[src/rtl/hwr_pkg.sv]
package hwr_pkg;

  localparam int unsigned HWR_NUM = 6;
  localparam int unsigned HWR_IDX_W = 3;

  typedef enum logic [HWR_IDX_W-1:0] {
    SEL_CPU_ID  = 3'd0,
    SEL_SSTEP   = 3'd1,
    SEL_CYCLES  = 3'd2,
    SEL_CYC_RES = 3'd3,
    SEL_PERF    = 3'd4,
    SEL_CFG_BIT = 3'd5
  } hwr_sel_e;

  typedef struct packed {
    logic        valid;
    logic        exc;
    logic [63:0] data;
  } hwr_rsp_t;

endpackage

[src/rtl/hwr_mask_reg.sv]
module hwr_mask_reg #(
  parameter int unsigned N = 6
) (
  input  logic         clk,
  input  logic         rst_n,
  input  logic         we,
  input  logic [N-1:0] wdata,
  output logic [N-1:0] mask
);

  logic [N-1:0] mask_q;
  logic [N-1:0] mask_d;

  always_comb begin
    mask_d = mask_q;
    if (we) begin
      mask_d = wdata;
    end
  end

  always_ff @(posedge clk or negedge rst_n) begin
    if (!rst_n) begin
      mask_q <= '0;
    end else if (we) begin
      mask_q <= mask_d;
    end
  end

  assign mask = mask_q;

endmodule

[src/rtl/hwr_cycle_ctr.sv]
module hwr_cycle_ctr #(
  parameter int unsigned WIDTH = 32
) (
  input  logic             clk,
  input  logic             rst_n,
  output logic [WIDTH-1:0] count
);

  logic [WIDTH-1:0] cnt_q;
  logic [WIDTH-1:0] cnt_d;

  always_comb begin
    cnt_d = cnt_q + WIDTH'(1);
  end

  always_ff @(posedge clk or negedge rst_n) begin
    if (!rst_n) begin
      cnt_q <= '0;
    end else begin
      cnt_q <= cnt_d;
    end
  end

  assign count = cnt_q;

endmodule

[src/rtl/hwr_perm_check.sv]
module hwr_perm_check #(
  parameter int unsigned N     = 6,
  parameter int unsigned IDX_W = 3
) (
  input  logic [IDX_W-1:0] idx,
  input  logic             priv,
  input  logic [N-1:0]     mask,
  output logic             allow
);

  logic [N-1:0] hit;

  generate
    for (genvar gi = 0; gi < N; gi++) begin : g_slot
      assign hit[gi] = (idx == IDX_W'(gi)) && (priv || mask[gi]);
    end
  endgenerate

  // Numbers with no slot never set a hit bit, so they are always refused.
  assign allow = |hit;

endmodule

[src/rtl/hwr_value_sel.sv]
module hwr_value_sel
  import hwr_pkg::*;
#(
  parameter int unsigned XLEN     = 64,
  parameter int unsigned WORD_W   = 32,
  parameter int unsigned CPUNUM_W = 10,
  parameter int unsigned CFG_BIT  = 13
) (
  input  logic [HWR_IDX_W-1:0] idx,
  input  logic [WORD_W-1:0]    ebase,
  input  logic [WORD_W-1:0]    sync_step,
  input  logic [WORD_W-1:0]    cycles,
  input  logic [WORD_W-1:0]    cyc_res,
  input  logic [WORD_W-1:0]    perf,
  input  logic [WORD_W-1:0]    cfg,
  output logic [XLEN-1:0]      value
);

  localparam int unsigned EXT_W = XLEN - WORD_W;

  logic [XLEN-1:0] cpu_id_x;
  logic [XLEN-1:0] cyc_x;
  logic [XLEN-1:0] cfg_x;
  logic            unused_bits;

  assign cpu_id_x    = {{(XLEN-CPUNUM_W){1'b0}}, ebase[CPUNUM_W-1:0]};
  assign cyc_x       = {{EXT_W{cycles[WORD_W-1]}}, cycles};
  assign cfg_x       = {{(XLEN-1){1'b0}}, cfg[CFG_BIT]};
  assign unused_bits = ^{ebase[WORD_W-1:CPUNUM_W], cfg};

  always_comb begin
    unique case (hwr_sel_e'(idx))
      SEL_CPU_ID:  value = cpu_id_x;
      SEL_SSTEP:   value = {{EXT_W{1'b0}}, sync_step};
      SEL_CYCLES:  value = cyc_x;
      SEL_CYC_RES: value = {{EXT_W{1'b0}}, cyc_res};
      SEL_PERF:    value = {{EXT_W{1'b0}}, perf};
      SEL_CFG_BIT: value = cfg_x;
      default:     value = '0;
    endcase
  end

endmodule

[src/rtl/hwr_read_gate.sv]
module hwr_read_gate
  import hwr_pkg::*;
#(
  parameter int unsigned XLEN     = 64,
  parameter int unsigned WORD_W   = 32,
  parameter int unsigned CPUNUM_W = 10,
  parameter int unsigned CFG_BIT  = 13
) (
  input  logic                 clk,
  input  logic                 rst_n,
  input  logic                 mask_we,
  input  logic [HWR_NUM-1:0]   mask_wdata,
  input  logic                 priv_mode,
  input  logic                 req_valid,
  input  logic [HWR_IDX_W-1:0] req_idx,
  input  logic [WORD_W-1:0]    ebase_in,
  input  logic [WORD_W-1:0]    sync_step_in,
  input  logic [WORD_W-1:0]    cc_res_in,
  input  logic [WORD_W-1:0]    perf_in,
  input  logic [WORD_W-1:0]    config_in,
  output logic                 rsp_valid,
  output logic                 rsp_exc,
  output logic [XLEN-1:0]      rsp_data
);

  logic [HWR_NUM-1:0] en_mask;
  logic [WORD_W-1:0]  cyc_count;
  logic               allow;
  logic [XLEN-1:0]    sel_value;

  logic               valid_d, valid_q;
  logic               exc_d, exc_q;
  logic [XLEN-1:0]    data_d, data_q;

  hwr_mask_reg #(.N(HWR_NUM)) u_mask (
    .clk   (clk),
    .rst_n (rst_n),
    .we    (mask_we),
    .wdata (mask_wdata),
    .mask  (en_mask)
  );

  hwr_cycle_ctr #(.WIDTH(WORD_W)) u_ctr (
    .clk   (clk),
    .rst_n (rst_n),
    .count (cyc_count)
  );

  hwr_perm_check #(.N(HWR_NUM), .IDX_W(HWR_IDX_W)) u_perm (
    .idx   (req_idx),
    .priv  (priv_mode),
    .mask  (en_mask),
    .allow (allow)
  );

  hwr_value_sel #(
    .XLEN(XLEN), .WORD_W(WORD_W), .CPUNUM_W(CPUNUM_W), .CFG_BIT(CFG_BIT)
  ) u_sel (
    .idx       (req_idx),
    .ebase     (ebase_in),
    .sync_step (sync_step_in),
    .cycles    (cyc_count),
    .cyc_res   (cc_res_in),
    .perf      (perf_in),
    .cfg       (config_in),
    .value     (sel_value)
  );

  always_comb begin
    valid_d = req_valid && allow;
    exc_d   = req_valid && !allow;
    data_d  = valid_d ? sel_value : '0;
  end

  always_ff @(posedge clk or negedge rst_n) begin
    if (!rst_n) begin
      valid_q <= 1'b0;
      exc_q   <= 1'b0;
      data_q  <= '0;
    end else begin
      valid_q <= valid_d;
      exc_q   <= exc_d;
      data_q  <= data_d;
    end
  end

  assign rsp_valid = valid_q;
  assign rsp_exc   = exc_q;
  assign rsp_data  = data_q;

  // one answer per request, never both kinds.
  a_r2_one_answer: assert property (@(posedge clk) disable iff (!rst_n)
    req_valid |=> (rsp_valid != rsp_exc));

  a_r2_priv_override: assert property (@(posedge clk) disable iff (!rst_n)
    (req_valid && priv_mode && (req_idx < HWR_IDX_W'(HWR_NUM))) |=> rsp_valid);

  a_r3_no_data_on_exc: assert property (@(posedge clk) disable iff (!rst_n)
    rsp_exc |-> (rsp_data == '0));

  a_r4_high_idx_refused: assert property (@(posedge clk) disable iff (!rst_n)
    (req_valid && (req_idx >= HWR_IDX_W'(HWR_NUM))) |=> (rsp_exc && !rsp_valid));

  a_r12_idle_quiet: assert property (@(posedge clk) disable iff (!rst_n)
    !req_valid |=> (!rsp_valid && !rsp_exc && (rsp_data == '0)));

  a_r7_counter_steps: assert property (@(posedge clk) disable iff (!rst_n)
    $past(rst_n) |-> (cyc_count == $past(cyc_count) + WORD_W'(1)));

endmodule

[config.mk]
export PLATFORM = sky130hd
export DESIGN_NAME = hwr_read_gate
export DESIGN_NICKNAME = d
export VERILOG_FILES = /design/src/rtl/hwr_pkg.sv /design/src/rtl/hwr_mask_reg.sv /design/src/rtl/hwr_cycle_ctr.sv /design/src/rtl/hwr_perm_check.sv /design/src/rtl/hwr_value_sel.sv /design/src/rtl/hwr_read_gate.sv
export SDC_FILE = /design/constraint.sdc
export NUM_CORES = 1
export LEC_CHECK = 0
export ABC_CLOCK_PERIOD_IN_PS = 3550
export BUFFER_PORTS_ARGS = -buffer_cell sky130_fd_sc_hd__buf_2
export CORE_MARGIN = 3
export CORE_UTILIZATION = 30
export CTS_CLUSTER_DIAMETER = 60
export DETAILED_ROUTE_END_ITERATION = 7
export PLACE_DENSITY = 0.53
export SLEW_MARGIN = 10
export SYNTH_ARGS = -nofsm -noshare
export SYNTH_HDL_FRONTEND = slang
export SYNTH_HIERARCHICAL = 1
export SYNTH_SLANG_ARGS = --single-unit
[constraint.sdc]
create_clock -name clk -period 3.55 [get_ports clk]
set_input_delay 1.065 -clock clk [delete_from_list [all_inputs] [get_ports clk]]
set_output_delay 1.065 -clock clk [all_outputs]
set_load 0.1 [all_outputs]
* Yosys cells after proc, flatten, opt, wreduce, memory -nomap -nowiden
Index checks and enable logic that the tools add are counted.
** Operators by class
- Muxes and demuxes :: 2
- Reductions and logical operators :: 17
- Multiply operators :: 0
- Div/mod/pow operators :: 0
- Bitwise logic cells :: 0
- Shift-type cells :: 0
- Magnitude comparators :: 0
- $add $sub $neg :: 1
- Equal/unequal tests :: 5
** Operators by type and width (number)
- $pmux 64 s6 :: 1
- $mux 64 :: 1
- $add 32x1->32 const B :: 1
- $logic_and 1x1->1 :: 8
- $eq 3x2->1 const B :: 2
- $eq 3x3->1 const B :: 2
- $logic_or 1x1->1 :: 6
- $reduce_or 6->1 :: 1
- $eq 3x1->1 const B :: 1
- $logic_not 3->1 :: 1
- $logic_not 1->1 :: 1
** Word-level totals
- Bits in writable memories :: 0
- Register bits after elaboration :: 104
- Latch bits :: 0
- Input port bits :: 174
- Memory bits (read-only) :: 0
- Memories :: 0

* Logic depth before layout (Yosys ltp)
- Depth after elaboration :: 5
- Mapped depth :: 7
- Gate-level depth less buffers :: 5

* By module
The synthesis kept the hierarchy.
** By module, submodules not included
- hwr_read_gate :: times used 1, cells each 146, area each 2179.6 µm²
- hwr_cycle_ctr :: times used 1, cells each 127, area each 1478.9 µm²
- hwr_value_sel :: times used 1, cells each 176, area each 1442.6 µm²
- hwr_mask_reg :: times used 1, cells each 13, area each 251.5 µm²
- hwr_perm_check :: times used 1, cells each 7, area each 73.8 µm²

* Least setup slack after synthesis
Ideal clock, no wire load.
- Path type :: input port to flip-flop
- Start point :: in req_idx[1]
- End point :: reg data_q[63], in the netlist rsp_data[63]
- Setup time :: 0.066 ns
- Buffers on the path :: 4
- Stages :: 6
- Path slack :: -0.841 ns
- Arrival :: 4.325 ns
- Data required time :: 3.484 ns
- Path through :: buf_2 buf_6 buf_2 nor4bb_1 buf_4 and3_1
** On the way
- Elaborated cells between the ends (all ways) :: 16
** RTL lines
- start, declared :: line hwr_read_gate.sv:15 : input logic [HWR_IDX_W-1:0] req_idx,
- $eq 3x3->1 (tied with other cells) :: line hwr_value_sel.sv:32 : unique case (hwr_sel_e'(idx))
- $pmux 64 s6 (*) :: line hwr_value_sel.sv:32
- via sel_value[63] :: line hwr_read_gate.sv:29 : logic [XLEN-1:0] sel_value;
- $mux 64 (*) :: line hwr_read_gate.sv:72 : data_d = valid_d ? sel_value : '0;
- via data_d[63] :: line hwr_read_gate.sv:33 : logic [XLEN-1:0] data_d, data_q;
- end signal, assigned :: line hwr_read_gate.sv:83 : data_q <= data_d;
- end, declared :: line hwr_read_gate.sv:33
The timed path passes the listed nets; every way through them passes the cells marked *.
A chain may end at the register's enable or synchronous reset.

* Worst setup path in the final report
- Start point :: in req_idx[0]
- End point :: reg data_q[26], in the netlist rsp_data[26]
The elaborated chain is that of the path after synthesis.

==> flow_metrics.env <==
export IMPL_place_area_um2=6250
export IMPL_antenna_cells=0
export IMPL_dr_first_iter_drc_count=146
export IMPL_rows=48
export IMPL_post_cts_buffers=0
export IMPL_synth_top_family_by_area="simple AND/OR/NAND/NOR gates"
export IMPL_run_status="completed"
export IMPL_cap_violations=0
export IMPL_num_vias=4093
export IMPL_whs_endpoint="u_ctr/count[30]"
export IMPL_period_minus_slack_ns=2.71
export IMPL_final_max_slew_viol_count=0
export IMPL_yosys_warnings=6
export IMPL_peakVddDrop_v=0.000253
export IMPL_die_x_um=140
export IMPL_viasPerCell=4.88
export IMPL_core_area_um2=17500
export IMPL_syn_avg_cell_area_um2=11.6
export IMPL_startpoint_type="primary input"
export IMPL_numCtsBuffers=9
export IMPL_r2r_slack_ns=1.55
export IMPL_synth_compound_area_share_pct=12.0
export IMPL_reg2regPathDepth=5
export IMPL_drc=0
export IMPL_postRouteAntennaNets=0
export IMPL_synth_edf_count=0
export IMPL_synth_commonest_cells="104 x dfrtp_1, 64 x and3_1, 39 x buf_4, 39 x mux2i_1, 25 x o22ai_1"
export IMPL_synth_simple_gate_area_share_pct=15.7
export IMPL_post_cts_resized=0
export IMPL_io_pins=240
export IMPL_grt_pass1_wl_mm=23.1
export IMPL_synthTopCellsByArea="dfrtp_1 48%, and3_1 7.4%, mux2i_1 7.2%"
export IMPL_min_period_over_period_pct=76.4
export IMPL_grt_max_degree=67
export IMPL_crit_fanout=30
export IMPL_synthXorXnorAreaFrac_pct=4.84
export IMPL_num_fill_cells=1748
export IMPL_synth_seq_area_share_pct=48.0
export IMPL_portBuffers=186
export IMPL_synthFlopType="dfrtp_1"
export IMPL_p_per_area_nw_per_um2=421
export IMPL_clk_path_buf_depth=2
export IMPL_holdCritPathClass="reg2reg"
export IMPL_p_leak_nw=3.59
export IMPL_synthDistinctLibCells=46
export IMPL_dieArea_um2=19700
export IMPL_yosysMostFrequentCell="dfrtp_1"
export IMPL_routed_wl_mm=14.6
export IMPL_hp_start="u_ctr/count[30]"
export IMPL_max_slew_margin_pct=35.6
export IMPL_r2r_end="u_ctr/count[24]"
export IMPL_worst_pin_slew_ns=0.965
export IMPL_dp_hpwl_mm=10.5
export IMPL_clk_pin_slew_worst_paths_ns=0.07
export IMPL_synth_nets=644
export IMPL_fmax_mhz=369
export IMPL_seq_area_um2=2600
export IMPL_whs_path_depth=1
export IMPL_first_pass_iters=4
export IMPL_ctsHoldBuffers=0
export IMPL_die_y_um=140
export IMPL_start_util_pct=31.0
export IMPL_end_kind="flip-flop"
export IMPL_fin_setup_tns_ns=0
export IMPL_drive_above_1_share_pct=41.9
export IMPL_cp_data_arrival_time_ns=2.99
export IMPL_multiInputGateArea_um2=2310
export IMPL_ys_ff_latch=104
export IMPL_gr_total_overflow=0
export IMPL_synth_top_area_cell="dfrtp_1"
export IMPL_syn_area_um2=5430
export IMPL_synthCells=469
export IMPL_nets=783
export IMPL_muxShareOfSynthArea_pct=9.27
export IMPL_cts_root_buffer="clkbuf_16"
export IMPL_antenna_found_initial=0
export IMPL_grt_use_total_pct=14.7
export IMPL_cts_tree="done"
export IMPL_hold_violations=0
export IMPL_wl_per_cell_um=17.4
export IMPL_setup_viol=0
export IMPL_rsz0062_at_grt="false"
export IMPL_place_congestion=0.801
export IMPL_clock_latency_ns=0.34
export IMPL_async_flop_share_pct=100
export IMPL_stdcell_area_um2=6590
export IMPL_r2r_start="u_ctr/count[0]"
export IMPL_grt_pass1_vias=4289
export IMPL_htreeDepth=3
export IMPL_finalClockSkew_ns=0.00816
export IMPL_synthToLayoutAreaGrowth_pct=21.4
export IMPL_required_ns=3.82
export IMPL_path_class="in2reg"
export IMPL_synth_top_area_share_pct=48.0
export IMPL_synth_adder_area_share_pct=0.231
export IMPL_cts_sinks=104
[power breakdown]
group          internal (mW)  switching [mW]
clock network          0.687           0.424
registers               1.21         0.00909
logic                  0.149           0.295
total                   2.04           0.729
[cells by family after synthesis]
family / count (synthesis)
AOI/OAI and AO/OA: 78
xor gates and xnor gates: 30
buffers and inverters: 75
and+or+nand+nor: 134
muxes: 47
adders and majority gates: 1
DFF: 104
[how the worst max path moves through the flow]
stage / endpoint / from / depth (start not counted) / slack (ns)
final: rsp_data[26] / req_idx[0] / 5 / 0.84
after global routing: rsp_data[11] / req_idx[0] / 5 / 0.67
after CTS: rsp_data[26] / req_idx[0] / 5 / 0.88
after detailed placement: rsp_data[11] / req_idx[0] / 5 / 0.49
after global placement: rsp_data[11] / req_idx[0] / 5 / 0.51
after floorplan: rsp_data[63] / req_idx[1] / 6 / 0.08
[flip-flops by register name, summed over array words and instances (netlist names)]
name         count
rsp_exc          1
rsp_data        64
u_mask/mask      6
rsp_valid        1
u_ctr/count     32
[metrics by stage]
| stage | utilization, % | std cells | setup WS [ns] | hold slack, ns | total power [mW] |
|---|---|---|---|---|---|
| global route | 37.7 | 838 | 0.665 | 0.506 | 2.89 |
| floorplan | - | 469 | 0.0795 | 0.450 | 1.54 |
| detailed placement | 35.8 | 822 | 0.491 | 0.487 | 1.69 |
| global placement | 35.8 | 822 | 0.511 | 0.482 | 1.68 |
| CTS | 37.7 | 838 | 0.877 | 0.496 | 2.82 |
| finish | 37.7 | 838 | 0.837 | 0.498 | 2.77 |
[layer usage]
metal	global-route usage (%)	routed length [um]	share of wire, %	vias to the layer above
li1	-	-	-	1936
met1	19.3	6500	45	2010
met4	4.90	284	1.9	0
met5	0	0	0	-
met3	3.14	768	5.3	19
met2	24.0	7040	48	128
[layout make-up]
cell class | instances | share of cell area [%]
Multi-Input combinational cell | 290 | 35.1
Clock inverter | 6 | 1.63
Timing Repair Buffer | 198 | 15.7
Inverter | 5 | 0.285
Clock buffer | 10 | 3.48
Tap cell | 225 | 4.27
Sequential cell | 104 | 39.5
[placed cells by master, fill, tap and decap left out, types with 2 or more instances in the layout]
master	synthesis	routed
buf_2	10	185
dfrtp_1	104	104
and3_1	64	64
mux2i_1	39	39
o22ai_1	25	25
xor2_1	20	20
a22oi_2	20	20
nand3_1	15	15
buf_4	39	12
nand2_1	10	10
xnor2_1	10	10
o21a_1	10	10
clkbuf_16	0	9
nor2_1	7	7
a22oi_1	7	7
mux2_4	6	6
nor4_2	5	5
inv_1	5	5
o2bb2ai_1	5	5
o21ai_0	5	5
and4_1	4	4
nor4_1	4	4
nor3_1	4	4
bufinv_16	0	3
nand4_1	3	3
and2b_1	3	3
and3_2	2	2
clkinv_2	0	2
nand3_2	2	2
nand2b_1	2	2
mux2_2	2	2
o21ai_1	2	2
[critical path: stages]
cell	delay (ns)
buf_2	0.35
buf_4	0.42
nand2b_1	0.57
o22ai_1	0.38
and3_1	0.19
Note: power is estimated with default switching activity, not from simulation.
